**src/rtl/lbw_cal_pkg.sv**
```systemverilog
package lbw_cal_pkg;
  typedef enum logic [2:0] {
    ST_IDLE,
    ST_SET_LO,
    ST_CNT_LO,
    ST_SET_HI,
    ST_CNT_HI,
    ST_DIV,
    ST_DONE
  } cal_state_e;
endpackage

```
**src/rtl/lbw_settle_timer.sv**
```systemverilog
module lbw_settle_timer #(
  parameter int unsigned W = 8
) (
  input  logic         clk_i,
  input  logic         rst_ni,
  input  logic         load_i,
  input  logic [W-1:0] len_i,
  output logic         expired_o
);
  logic [W-1:0] cnt_q;

  always_ff @(posedge clk_i or negedge rst_ni) begin
    if (!rst_ni)            cnt_q <= '0;
    else if (load_i)        cnt_q <= len_i;
    else if (cnt_q != '0)   cnt_q <= cnt_q - 1'b1;
  end

  assign expired_o = (cnt_q == '0);

  a_r3_count_down: assert property (@(posedge clk_i) disable iff (!rst_ni)
    (!load_i && cnt_q != '0) |=> (cnt_q == $past(cnt_q) - 1'b1));
endmodule

```
**src/rtl/lbw_seq_div.sv**
```systemverilog
module lbw_seq_div #(
  parameter int unsigned NUM_W = 30,
  parameter int unsigned DEN_W = 17
) (
  input  logic             clk_i,
  input  logic             rst_ni,
  input  logic             go_i,
  input  logic [NUM_W-1:0] dend_i,
  input  logic [DEN_W-1:0] dsor_i,
  output logic             done_o,
  output logic [NUM_W-1:0] quo_o
);
  localparam int unsigned IT_W = $clog2(NUM_W + 1);
  localparam int unsigned PW   = NUM_W + DEN_W;

  logic             busy_q, done_q;
  logic [IT_W-1:0]  it_q;
  logic [DEN_W:0]   rem_q;
  logic [NUM_W-1:0] quo_q, dend_q;
  logic [DEN_W-1:0] dsor_q;
  logic [DEN_W:0]   shifted;
  logic             fits;

  assign shifted = {rem_q[DEN_W-1:0], quo_q[NUM_W-1]};
  assign fits    = (shifted >= {1'b0, dsor_q});

  always_ff @(posedge clk_i or negedge rst_ni) begin
    if (!rst_ni) begin
      busy_q <= 1'b0;
      done_q <= 1'b0;
      it_q   <= '0;
      rem_q  <= '0;
      quo_q  <= '0;
      dend_q <= '0;
      dsor_q <= '0;
    end else if (go_i) begin
      busy_q <= 1'b1;
      done_q <= 1'b0;
      it_q   <= IT_W'(NUM_W);
      rem_q  <= '0;
      quo_q  <= dend_i;
      dend_q <= dend_i;
      dsor_q <= dsor_i;
    end else if (busy_q) begin
      rem_q  <= fits ? (shifted - {1'b0, dsor_q}) : shifted;
      quo_q  <= {quo_q[NUM_W-2:0], fits};
      it_q   <= it_q - 1'b1;
      if (it_q == IT_W'(1)) begin
        busy_q <= 1'b0;
        done_q <= 1'b1;
      end
    end else begin
      done_q <= 1'b0;
    end
  end

  assign done_o = done_q;
  assign quo_o  = quo_q;

  a_r5_div_lower: assert property (@(posedge clk_i) disable iff (!rst_ni)
    (done_q && dsor_q != '0) |-> (PW'(quo_q) * PW'(dsor_q) <= PW'(dend_q)));
  a_r5_div_upper: assert property (@(posedge clk_i) disable iff (!rst_ni)
    (done_q && dsor_q != '0) |-> (PW'(dend_q) - PW'(quo_q) * PW'(dsor_q) < PW'(dsor_q)));
  a_r5_done_pulse: assert property (@(posedge clk_i) disable iff (!rst_ni)
    done_q |=> !done_q);
endmodule

```
**src/rtl/lbw_code_clamp.sv**
```systemverilog
module lbw_code_clamp #(
  parameter int unsigned NUM_W  = 30,
  parameter int unsigned CODE_W = 7
) (
  input  logic [NUM_W-1:0]  quo_i,
  output logic [CODE_W-1:0] code_o
);
  localparam logic [CODE_W-1:0] CODE_MAX = {CODE_W{1'b1}};

  always_comb begin
    if (quo_i > NUM_W'(CODE_MAX))  code_o = CODE_MAX;
    else if (quo_i == '0)          code_o = CODE_W'(1);
    else                           code_o = quo_i[CODE_W-1:0];
  end
endmodule

```
**src/rtl/lbw_cal_top.sv**
```systemverilog
module lbw_cal_top
  import lbw_cal_pkg::*;
#(
  parameter int unsigned CNT_W    = 16,
  parameter int unsigned DIV_W    = 12,
  parameter int unsigned K_W      = 16,
  parameter int unsigned SETTLE_W = 8,
  parameter int unsigned CODE_W   = 7
) (
  input  logic                clk_i,
  input  logic                rst_ni,
  input  logic                start_i,
  input  logic [DIV_W-1:0]    div_ratio_i,
  input  logic [K_W-1:0]      bw_const_i,
  input  logic [SETTLE_W-1:0] settle_i,
  input  logic [CNT_W-1:0]    cnt_val_i,
  input  logic                cnt_done_i,
  output logic                vtune_sel_o,
  output logic                cnt_start_o,
  output logic [CODE_W-1:0]   cp_code_o,
  output logic                done_o,
  output logic                err_o
);
  localparam int unsigned KN_W  = K_W + DIV_W;
  localparam int unsigned NUM_W = KN_W + 2;
  localparam int unsigned DEN_W = CNT_W + 1;
  localparam logic [CODE_W-1:0] CODE_MAX = {CODE_W{1'b1}};

  cal_state_e        state_q;
  logic [K_W-1:0]    k_q;
  logic [DIV_W-1:0]  n_q;
  logic [CNT_W-1:0]  lo_q, hi_q;
  logic              vtune_q, start_q, done_q, err_q, div_go_q;
  logic [CODE_W-1:0] code_q;

  logic              tmr_load, tmr_expired;
  logic [CNT_W-1:0]  delta;
  logic [KN_W-1:0]   kn;
  logic [NUM_W-1:0]  dend;
  logic [DEN_W-1:0]  dsor;
  logic              div_done;
  logic [NUM_W-1:0]  quo;
  logic [CODE_W-1:0] code_clamped;
  logic              accept;

  assign accept   = start_i && (state_q == ST_IDLE || state_q == ST_DONE);
  assign tmr_load = accept || (state_q == ST_CNT_LO && cnt_done_i);

  lbw_settle_timer #(.W(SETTLE_W)) settle_i0 (
    .clk_i     (clk_i),
    .rst_ni    (rst_ni),
    .load_i    (tmr_load),
    .len_i     (settle_i),
    .expired_o (tmr_expired)
  );

  assign delta = hi_q - lo_q;
  assign kn    = {{DIV_W{1'b0}}, k_q} * {{K_W{1'b0}}, n_q};
  assign dend  = {1'b0, kn, 1'b0} + NUM_W'(delta);
  assign dsor  = {delta, 1'b0};

  lbw_seq_div #(.NUM_W(NUM_W), .DEN_W(DEN_W)) div_i0 (
    .clk_i  (clk_i),
    .rst_ni (rst_ni),
    .go_i   (div_go_q),
    .dend_i (dend),
    .dsor_i (dsor),
    .done_o (div_done),
    .quo_o  (quo)
  );

  lbw_code_clamp #(.NUM_W(NUM_W), .CODE_W(CODE_W)) clamp_i0 (
    .quo_i  (quo),
    .code_o (code_clamped)
  );

  always_ff @(posedge clk_i or negedge rst_ni) begin
    if (!rst_ni) begin
      state_q  <= ST_IDLE;
      k_q      <= '0;
      n_q      <= '0;
      lo_q     <= '0;
      hi_q     <= '0;
      vtune_q  <= 1'b0;
      start_q  <= 1'b0;
      done_q   <= 1'b0;
      err_q    <= 1'b0;
      div_go_q <= 1'b0;
      code_q   <= '0;
    end else begin
      start_q  <= 1'b0;
      div_go_q <= 1'b0;
      unique case (state_q)
        ST_IDLE, ST_DONE: begin
          if (accept) begin
            k_q     <= bw_const_i;
            n_q     <= div_ratio_i;
            vtune_q <= 1'b0;
            done_q  <= 1'b0;
            err_q   <= 1'b0;
            state_q <= ST_SET_LO;
          end
        end
        ST_SET_LO: begin
          if (tmr_expired) begin
            start_q <= 1'b1;
            state_q <= ST_CNT_LO;
          end
        end
        ST_CNT_LO: begin
          if (cnt_done_i) begin
            lo_q    <= cnt_val_i;
            vtune_q <= 1'b1;
            state_q <= ST_SET_HI;
          end
        end
        ST_SET_HI: begin
          if (tmr_expired) begin
            start_q <= 1'b1;
            state_q <= ST_CNT_HI;
          end
        end
        ST_CNT_HI: begin
          if (cnt_done_i) begin
            hi_q <= cnt_val_i;
            if (cnt_val_i > lo_q) begin
              div_go_q <= 1'b1;
              state_q  <= ST_DIV;
            end else begin
              // no positive gain: widest current, flag it
              code_q  <= CODE_MAX;
              err_q   <= 1'b1;
              done_q  <= 1'b1;
              state_q <= ST_DONE;
            end
          end
        end
        ST_DIV: begin
          if (div_done) begin
            code_q  <= code_clamped;
            done_q  <= 1'b1;
            state_q <= ST_DONE;
          end
        end
        default: state_q <= ST_IDLE;
      endcase
    end
  end

  assign vtune_sel_o = vtune_q;
  assign cnt_start_o = start_q;
  assign cp_code_o   = code_q;
  assign done_o      = done_q;
  assign err_o       = err_q;

  a_r4_start_pulse: assert property (@(posedge clk_i) disable iff (!rst_ni)
    cnt_start_o |=> !cnt_start_o);
  a_r2_vtune_hold: assert property (@(posedge clk_i) disable iff (!rst_ni)
    cnt_start_o |=> $stable(vtune_sel_o));
  a_r7_code_floor: assert property (@(posedge clk_i) disable iff (!rst_ni)
    done_o |-> (cp_code_o != '0));
  a_r8_err_max: assert property (@(posedge clk_i) disable iff (!rst_ni)
    err_o |-> (done_o && cp_code_o == CODE_MAX));
  a_r9_result_hold: assert property (@(posedge clk_i) disable iff (!rst_ni)
    (done_o && !start_i) |=> (done_o && $stable(cp_code_o) && $stable(err_o)));
  a_r4_no_start_when_done: assert property (@(posedge clk_i) disable iff (!rst_ni)
    cnt_start_o |-> !done_o);
endmodule

```
**config.mk**
```make
export PLATFORM = sky130hd
export DESIGN_NAME = lbw_cal_top
export DESIGN_NICKNAME = d
export VERILOG_FILES = /design/src/rtl/lbw_cal_pkg.sv /design/src/rtl/lbw_settle_timer.sv /design/src/rtl/lbw_seq_div.sv /design/src/rtl/lbw_code_clamp.sv /design/src/rtl/lbw_cal_top.sv
export SDC_FILE = /design/constraint.sdc
export NUM_CORES = 1
export LEC_CHECK = 0
export BUFFER_PORTS_ARGS = -buffer_cell sky130_fd_sc_hd__buf_2
export CAP_MARGIN = 20
export CORE_ASPECT_RATIO = 1.25
export CORE_MARGIN = 2
export CORE_UTILIZATION = 48
export DETAILED_ROUTE_END_ITERATION = 10
export HOLD_SLACK_MARGIN = 0.15
export PLACE_DENSITY = 0.72
export SLEW_MARGIN = 30
export SYNTH_ARGS = -nofsm -noshare
export SYNTH_HDL_FRONTEND = slang
export SYNTH_SLANG_ARGS = --single-unit
```
**constraint.sdc**
```tcl
create_clock -name clk_i -period 13.9 [get_ports clk_i]
set_clock_uncertainty 0.05 [all_clocks]
set_input_delay 0.695 -clock clk_i [delete_from_list [all_inputs] [get_ports clk_i]]
set_output_delay 0.695 -clock clk_i [all_outputs]
set_load 0.05 [all_outputs]
```
== Word-level counts from Yosys, hierarchy flattened ==
Cells that the tools add are included.
Storage, ports and cells
  flip-flop bits (word level): 153
  output and inout bits: 11
  input port bits: 56
  logic and storage cells: 108
Operators by class
  equality and inequality tests: 15
  reduce and logical (&&, ||, !) cells: 24
  add/sub/neg operators: 5
  $lt $le $gt $ge: 3
  multiplexer cells: 42
  $mul: 1
Operator list (count)
  2-to-1 mux 30 bit: 2
  2-to-1 mux 17 bit: 3
  2-to-1 mux 7 bit: 5
  adder 29 x 16 -> 30 bit: 1
  greater-than comparator 30 x 7 -> 1 bit (second input constant): 1
  logical NOT 30 bit: 1
  multiplier 16 x 12 -> 28 bit: 1
  >= comparator 18 x 17 -> 1 bit: 1
  2-to-1 mux 3 bit: 6
  one-hot mux 3 bit (6 select lines): 1
  subtractor 17 bit: 1
  greater-than comparator 16 bit: 1
  2-to-1 mux 1 bit: 16
  2-to-1 mux 8 bit: 2
  subtractor 16 bit: 1
  one-hot mux 7 bit (2 select lines): 1
  2-to-1 mux 5 bit: 2
  nonzero test 2 bit: 5
  == test 3 bit (second input constant): 3
  logical NOT 8 bit: 1
  inequality test 2 bit (second input constant): 4
  AND reduction 4 bit: 2
  nonzero test 8 bit: 1
  subtractor 8 x 1 -> 8 bit (second input constant): 1
  other kinds (18): 27

== Depth between registers and ports, before layout ==
  word-level depth: 5
  gate-level depth with buffers: 30

== Hierarchy ==
A second synthesis with hierarchy kept.
Unflattened totals
  cells, all modules: 1735
  area, all modules: 15668.8 µm²
By module, submodules not included
  lbw_cal_top: times used 1, sequential area each 1876.8 µm², area each 10866.7 µm², cells each 1227
  lbw_seq_div: times used 1, sequential area each 1776.7 µm², area each 4172.8 µm², cells each 433
  lbw_settle_timer: times used 1, sequential area each 200.2 µm², area each 494.2 µm², cells each 56
  lbw_code_clamp: times used 1, sequential area each 0.0 µm², area each 135.1 µm², cells each 19

== Least setup slack after synthesis ==
Ideal clock, no wire load.
  path kind: register -> register
  start point: register n_q[5]
  end point: register div_i0.quo_q[25] (netlist: div_i0.quo_o[25])
  arrival time: 6.336 ns
  stages on the path, launching flop included: 29
  buffers on the path: 2
  period minus slack after synthesis: 6.514 ns
  slack: 7.386 ns
  cells stage by stage: dfrtp_1 -> clkbuf_1 -> clkbuf_1 -> nand2_1 -> fa_1 -> fa_1 -> inv_1 -> ha_1 -> fa_1 -> inv_1 -> fa_1 -> inv_1 -> ha_1 -> a21oi_1 -> o21ai_0 -> a21o_1 -> a21oi_1 -> xnor2_1 -> ha_1 -> a21o_1 -> a21oi_1 -> nor2b_1 -> a311o_1 -> a21oi_1 -> nor2b_2 -> and4_1 -> and3_1 -> o21ai_1 -> o21ai_1
Between the ends
  longest elaborated chain between the ends: 3
Ends and longest elaborated chain
  start: declaration: RTL line lbw_cal_top.sv:31  | logic [DIV_W-1:0] n_q;
  start signal: assignment: RTL line lbw_cal_top.sv:97  | n_q <= div_ratio_i;
  multiplier 16 x 12 -> 28 bit: RTL line lbw_cal_top.sv:58  | assign kn = {{DIV_W{1'b0}}, k_q} * {{K_W{1'b0}}, n_q};
  adder 29 x 16 -> 30 bit: RTL line lbw_cal_top.sv:59  | assign dend = {1'b0, kn, 1'b0} + NUM_W'(delta);
  2-to-1 mux 30 bit: RTL line lbw_seq_div.sv:36  | end else if (go_i) begin
  end signal: assignment: RTL line lbw_seq_div.sv:41  | quo_q <= dend_i;
  end signal: assignment: RTL line lbw_seq_div.sv:46  | quo_q <= {quo_q[NUM_W-2:0], fits};
  end: declaration: RTL line lbw_seq_div.sv:19  | logic [NUM_W-1:0] quo_q, dend_q;
Every way passes these cells.
A chain may end at the register's enable or synchronous reset.

== Worst setup path in the final report ==
Same ends and word-level chain as after synthesis.

==> reports/qor.txt <==
Status = complete, no violations
Leading area contributor after synthesis = dfrtp_1
DIE AREA = 33,800 sq um
Total negative setup slack = 0 ps
All-Layer GR Usage = 21.0%
Yosys warns = 0
Cell with the most instances after synthesis = inv_1
Placed Area = 16,200 sq um
Worst Path Max Fanout = 17
Chip height = 205 microns
Endpoint class of the critical path = flip-flop
Port Buffers = 66
Postcts setup bufs = 0
WL final = 33.5 mm
Hold buffers post-CTS = 0
Fin. Hold Viols = 0
DRC = 0
Async S/R FF share, synth = 100%
Largest cells by area after synthesis = dfrtp_1, fa_1, ha_1
Avg WL per Cell = 15.5 microns
Top_reg_cell synth = dfrtp_1
Cell area after synthesis = 15,500 sq um
CTS tree = done
Post-synth EDFFs = 0
Vias in the first global route = 12,000
Arrival @ worst endpoint = 7110 ps
Fin crit period = 6870 ps
Syn nets = 2,040
Avg Synthesized Cell Area = 9.09 sq um
Critical path startpoint category = flip-flop
CTS root buf = clkbuf_16
Post-DP HPWL = 25.8 mm
Inserted Clock Buffers = 17
H-Tree Depth = 4
Inserted Diodes = 0
Crit path kind = reg -> reg
Drt first pass iters = 5
Period utilisation layout = 49.4%
Max_cap viols = 0
Worst-case clock buffer depth = 2
Flops & latches, synth = 153
CP required = 14,150 ps
Worst slew pin tran = 932 ps
Synth top cells by count = inv_1, nand2_1, dfrtp_1, fa_1, ha_1
Filler cells = 2,838
CTS sink cnt = 153
Later-pin clock latency in the skew report = 450 ps
Initial Util = 48.8%
Reg clk slew, reported paths = 80 ps
Slew Viols, Final = 0
Initial antenna violation count = 0
Area Growth Syn to Fin = 8.07%
RSZ-0062 raised after global routing = false
Post-cts resize count = 0
Maximum clock frequency = 0.146 GHz
Layout cells sized above 1 = 10.7%
Multi-input gate area = 10,500 sq um
Top Ports = 67
Place WS = 7070 ps
Post-route antenna net violation count = 0
Count of cell types in the netlist = 73
Die Width = 165 microns
Storage element area = 3830 sq um
Final Setup Violations = 0
Synth top area share = 24.6%
Min-Delay Path Class = in -> async
Post-route cell area = 16,800 sq um
Nets = 2,061
GRT overflow = 0
Sequential fraction of the synthesis area = 24.6%
Largest net degree at the start of global routing = 111
Mapped Cells = 1,709
Core area = 31,900 sq um
Slew headroom = 37.3%
First-pass GRT wire length = 57.2 mm
Final WS setup = 7030 ps
Routed vias/inst = 5.42
Initial DRC Count = 626
Via count = 11,700
Row count = 73
GPL Wtd Cong = 0.848
==> final cells by class <==
class / instances / area share, %
clock inverter: 15 / 1.07
sequential: 153 / 22.8
timing repair buffer: 74 / 2.41
tap: 412 / 3.07
inverter: 250 / 5.59
multi-input combinational: 1234 / 62.5
clock buffer: 17 / 2.53
==> metrics by stage <==
| step | instances | hold slack [ps] | util (%) |
|---|---|---|---|
| after global placement | 2123 | 405 | 50.8 |
| after CTS | 2155 | 254 | 52.7 |
| final | 2155 | 216 | 52.7 |
| after floorplan | 1709 | 349 | - |
| after global routing | 2155 | 284 | 52.7 |
| after detailed placement | 2123 | 410 | 50.8 |
==> cells by family (layout without fill, tap and decap cells) <==
group,Yosys count,in the layout,share of synthesized area (%)
adders and majority gates,275,275,29.0
DFF,153,153,24.6
and+or+nand+nor,495,495,15.4
AOI/OAI and AO/OA,300,300,12.7
xor gates and xnor gates,76,76,4.28
buffers and inverters,322,356,7.85
muxes,88,88,6.07
==> worst max-delay path, stage by stage, from the launching register on <==
cell and delay, ps:
dfrtp_1 680, nand2_1 150, fa_1 530, fa_1 520, inv_1 40, ha_1 300, fa_1 540, inv_1 60
fa_1 530, inv_1 40, ha_1 340, a21oi_1 230, o21ai_0 170, a21o_1 200, a21oi_1 170, xnor2_1 140
ha_1 300, a21o_1 200, a21oi_1 150, nor2b_1 60, a311o_1 360, a21oi_1 240, nor2b_2 90, and4_1 240
and3_1 170, o21ai_1 110, o21ai_1 80
==> layout by cell type (no fill, tap or decap), types with 5 or more instances in the layout <==
cell	synthesis	routed
a211oi_1	35	35
a211oi_2	5	5
a21o_1	27	27
a21oi_1	59	59
a31oi_1	7	7
and2_1	68	68
and3_1	11	11
buf_2	6	65
buf_4	1	6
clkbuf_16	0	17
clkinv_8	0	5
dfrtp_1	153	151
fa_1	143	143
ha_1	132	132
inv_1	250	250
inv_8	0	5
mux2_2	50	50
mux2i_1	38	38
nand2_1	231	231
nand2b_1	17	17
nand3_1	12	12
nand4_1	10	10
nor2_1	65	64
nor2b_1	19	19
nor3_1	14	14
nor4_1	9	9
o211ai_1	7	7
o21a_1	11	11
o21ai_0	96	96
o21bai_1	7	7
o31ai_1	5	5
or3_1	8	8
or4_1	5	5
xnor2_1	44	44
xor2_1	32	32
==> final timing paths <==
path                             start            endpoint  slack (ps)  depth (start not counted)
max                             n_q[5]    div_i0.quo_o[25]        7030                         26
min                             rst_ni  settle_i0.cnt_q[3]         220                          1
max reg2reg                     n_q[5]    div_i0.quo_o[25]        7030                         26
min reg2reg                vtune_sel_o         vtune_sel_o         420                          1
max in group asynchronous       rst_ni   div_i0.dsor_q[16]       12390                          2
min in group clk_i         settle_i[6]  settle_i0.cnt_q[6]         400                          3
==> routing by layer <==
layer	up-vias	wire length, microns	global-route usage [%]
met2	234	17300	38.5
met4	0	583	5.93
met3	42	1110	2.60
li1	5660	-	-
met1	5737	14500	25.8
met5	-	0	0
==> registers in the layout (all words and copies together), names as in the netlist, 3 cells and up <==
signal and count:
cp_code_o 7, n_q 12, div_i0.quo_o 30, hi_q 16, settle_i0.cnt_q 8, k_q 16, state_q 3, div_i0.dsor_q 16
div_i0.rem_q 17, div_i0.it_q 5, lo_q 16
Power is left out: the tool's default activity adds up to more than one toggle a clock period on the data nets, which glitch-free logic cannot reach.
